## src/rtl/wr_status_mux.sv

```systemverilog
module wr_status_mux #(
  parameter int DW = 8
) (
  input  logic          clk,
  input  logic          rst_n,
  input  logic          rd_stb,
  input  logic [DW-1:0] arr_data,
  input  logic [DW-1:0] last_wr,
  input  logic          busy,
  input  logic          ltmr_expired,
  input  logic          pw_abort,
  input  logic          prot_on,
  output logic [DW-1:0] rd_data
);
  localparam int POLL_B = DW - 1;
  localparam int TOG_B  = DW - 2;
  localparam int TMR_B  = DW - 3;
  localparam int ABT_B  = 1;
  localparam int PROT_B = 0;

  logic stb_q, busy_q, tog;

  wire rd_ev    = rd_stb & ~stb_q;
  wire wr_start = busy & ~busy_q;
  wire tog_now  = wr_start ? 1'b0 : tog;

  logic [DW-1:0] status;
  always_comb begin
    status         = '0;
    status[POLL_B] = ~last_wr[POLL_B];
    status[TOG_B]  = tog_now;
    status[TMR_B]  = ltmr_expired;
    status[ABT_B]  = pw_abort;
    status[PROT_B] = prot_on;
  end

  always_ff @(posedge clk or negedge rst_n) begin
    if (!rst_n) begin
      stb_q   <= 1'b0;
      busy_q  <= 1'b0;
      tog     <= 1'b0;
      rd_data <= '0;
    end else begin
      stb_q  <= rd_stb;
      busy_q <= busy;
      tog    <= (rd_ev && busy) ? ~tog_now : tog_now;
      if (rd_ev) rd_data <= busy ? status : arr_data;
    end
  end

  assert_hold_between_reads_R2: assert property (@(posedge clk) disable iff (!rst_n)
    !rd_ev |=> $stable(rd_data));
  assert_pass_idle_R3: assert property (@(posedge clk) disable iff (!rst_n)
    (rd_ev && !busy) |=> rd_data == $past(arr_data));
  assert_poll_inverted_R4: assert property (@(posedge clk) disable iff (!rst_n)
    (rd_ev && busy) |=> rd_data[POLL_B] == ~$past(last_wr[POLL_B]));
  assert_first_read_zero_R5: assert property (@(posedge clk) disable iff (!rst_n)
    (rd_ev && wr_start) |=> rd_data[TOG_B] == 1'b0);
  assert_flags_follow_R6: assert property (@(posedge clk) disable iff (!rst_n)
    (rd_ev && busy) |=> (rd_data[PROT_B] == $past(prot_on)) && (rd_data[ABT_B] == $past(pw_abort))
                        && (rd_data[TMR_B] == $past(ltmr_expired)));
  assert_spare_zero_R7: assert property (@(posedge clk) disable iff (!rst_n)
    (rd_ev && busy) |=> rd_data[4:2] == 3'b000);
endmodule

```

## config.mk

```make
export PLATFORM = sky130hd
export DESIGN_NAME = wr_status_mux
export DESIGN_NICKNAME = d
export VERILOG_FILES = /design/src/rtl/wr_status_mux.sv
export SDC_FILE = /design/constraint.sdc
export NUM_CORES = 1
export LEC_CHECK = 0
export BUFFER_PORTS_ARGS = -buffer_cell sky130_fd_sc_hd__buf_2
export CORE_MARGIN = 4
export CORE_UTILIZATION = 35
export CTS_CLUSTER_DIAMETER = 30
export DETAILED_ROUTE_END_ITERATION = 8
export HOLD_SLACK_MARGIN = 0.02
export PLACE_DENSITY = 0.65
export SLEW_MARGIN = 40
export SYNTH_ARGS = -nofsm -noshare
export SYNTH_HDL_FRONTEND = slang
export SYNTH_SLANG_ARGS = --single-unit
```

## constraint.sdc

```tcl
create_clock -name clk -period 1 [get_ports clk]
set_clock_uncertainty 0.05 [all_clocks]
set_input_delay 0.05 -clock clk [delete_from_list [all_inputs] [get_ports clk]]
set_output_delay 0.05 -clock clk [all_outputs]
set_load 0.02 [all_outputs]
```

==> results.cfg <==
[grt]
met1_usage_pct = 13.6
grt_pass1_wl_um = 1790
grt_usage_pct = 12.4
met3_usage_pct = 3.56
top_usage_layer = met2
antenna_found_initial = 0
grt.overflow.total = 0
grt_start_max_net_pins = 15
grt_util_met2_pct = 21.2
grt_pass1_vias = 428

[clock_tree]
worstSkewPairLatency_ns = 0.26
htreeDepth = 1
cts-resized-gates = 0
clock-root-buffer = clkbuf_4
max-clock-path-buffers = 2
cts_buffers = 3
cts_tree = done
post_cts_buffers = 0
clk_pin_slew_worst_paths_ns = 0.07
clkSinkCount = 11
cts_hold_buf = 12

[route]
drtPass1Iterations = 3
viasPerCell = 4.43
wirelength_um = 1120
via_count = 430
post_drt_wl_per_cell_um = 11.5
ant_nets = 0
drc = 0
drt_iter0_drc = 5

[synthesis]
synthCells = 45
syn_area_um2 = 505
avgSynthCellArea_um2 = 11.2
ys_ff_latch = 11
yosysSeqAreaShare_pct = 54.5
netlist.area_leader.share_pct = 54.5
synth_area_leaders = dfrtp_1 54%, o21ai_2 8.7%, mux2i_1 7.9%
synth_nets = 68
post-synth-top-area-cell = dfrtp_1
yosysWarnings = 0
ys_types = 16

[worst_setup_path]
worst-setup-path-type = flip-flop to flip-flop
crit_fanout = 4
cp_cell_sequence = and2b_2 > nand3_1 > o221ai_1
endpoint_kind = flip-flop
slowest_delay_ns = 0.34
cp_slowest_cell = dfrtp_1
cp_data_required_time_ns = 1.08
cp-start-kind = flip-flop
crit_arrival_ns = 1.02

[sta]
fin_crit_sh_pct = 94.3
setup_viol = 0
finalHoldViolations = 0
period_needed_ns = 0.943
finalMaxSlewViolations = 0
setup_tns_ns = 0
max_slew.worst_pin.slew_ns = 0.249
fmaxAchievable_mhz = 1060
relSlewSlack_pct = 83.4
grt_setup_unrepaired = no

[pwr]
p_clk_share_pct = 27.1
ir_drop_v = 0.000743
switching_power_uw = 312
power_density_nw_per_um2 = 1430
pwr-share-seq_pct = 48.0
p_int_uw = 777
combPwrFrac_pct = 24.9
p_leak_uw = 0.000392
swShare_pct = 28.7

[floorplanning]
coreArea_um2 = 1330
die_w_um = 46.0
ioPinCount = 31
placementRows = 13
dieHeight_um = 46.0
fp.dieArea_um2 = 2120
start_util_pct = 37.9

[placed_design]
gp_congestion = 0.630
io_buffers = 23
place_area_um2 = 617
hpwl_um = 699

[final_layout]
nFillCells = 131
areaGrowthSynthToFinish_pct = 51.0
design_area_um2 = 763
drive_gt1_share_pct = 40.2
nets = 106
num_antenna_cells = 0

[outcome]
status = complete, no violations

[hold_path]
min_path_type = input port to flip-flop

[run]
maxCapViolCount = 0
worst max-delay path: cells and delay by family (launching register included):
family           cells  cell delay (ns)
AO/OA/AOI/OAI        1             0.10
flip-flops           1             0.34
AND/OR/NAND/NOR      2             0.32
per-layer routing:
| metal | up-vias | part of all wire [%] |
|---|---|---|
| met5 | - | 0 |
| met4 | 0 | 0 |
| met3 | 0 | 5.1 |
| met2 | 13 | 51 |
| met1 | 189 | 44 |
| li1 | 228 | - |
power by group through the flow:
stage               sequential (uW)  clock [uW]  combinational [uW]
floorplan                       584           0                98.3
global placement                530           0                 234
detailed placement              531           0                 238
CTS                             523         312                 274
global route                    530         337                 299
finish                          523         295                 271
worst paths after layout:
check	from	to	slack [ns]	cells after the start
min in group asynchronous	rst_n	rd_data[4]$_DFFE_PN0P_	0.13	2
min reg2reg	rd_data[4]$_DFFE_PN0P_	rd_data[4]$_DFFE_PN0P_	0.42	2
max reg2reg	stb_q$_DFF_PN0_	tog$_DFF_PN0_	0.06	3
min	prot_on	rd_data[0]$_DFFE_PN0P_	0.02	3
max	stb_q$_DFF_PN0_	tog$_DFF_PN0_	0.06	3
max in group asynchronous	rst_n	busy_q$_DFF_PN0_	0.57	2
final cells by class:
type                       count  area, um^2  area share [%]
tap                           15        18.8            2.46
timing repair buffer          35         235            30.8
sequential                    11         275            36.1
clock buffer                   4        26.3            3.44
inverter                       2        7.51           0.984
multi-input combinational     30         200            26.2
cell families after synthesis:
kind of cell | count (synthesis) | share of synthesized area (%)
AOI/OAI and AO/OA | 10 | 14.6
and+or+nand+nor | 16 | 17.1
buffers and inverters | 4 | 5.94
DFF | 11 | 54.5
muxes | 4 | 7.92
through the flow:
step           util (%)  setup slack [ns]  hold WS [ns]  instances  total power (uW)
6_report           57.2            0.0566        0.0242         97              1090
2_1_floorplan         -            0.0710        -0.296         45               682
3_5_place_dp       46.2            0.0622        -0.113         81               769
3_3_place_gp       46.2            0.0899        -0.120         81               764
4_1_cts            57.2            0.0548        0.0220         97              1110
5_1_grt            57.2           0.00547        0.0337         97              1170
registers in the layout (all words and copies together) (netlist names):
register  count
busy_q        1
rd_data       8
stb_q         1
tog           1
cell usage in the layout, fill, tap and decap left out:
cell / n
a21oi_1: 1
a31oi_1: 1
and2b_2: 1
buf_2: 23
clkbuf_1: 1
clkbuf_4: 3
dfrtp_1: 11
dlygate4sd3_1: 12
inv_1: 2
mux2i_1: 4
nand2_1: 8
nand2b_1: 3
nand2b_4: 1
nand3_1: 1
nor2_1: 1
nor2b_1: 1
o21ai_1: 2
o21ai_2: 5
o221ai_1: 1
Yosys cell counts:
library cell and count:
nand2b_4 1, nand3_1 1, a21oi_1 1, o221ai_1 1
and2b_2 1, dfrtp_1 11, mux2i_1 4, inv_1 2
nor2_1 1, buf_6 2, nand2b_1 3, nand2_1 8
nor2b_1 1, a31oi_1 1, o21ai_2 5, o21ai_1 2
Power figures use the tool's default switching activity.
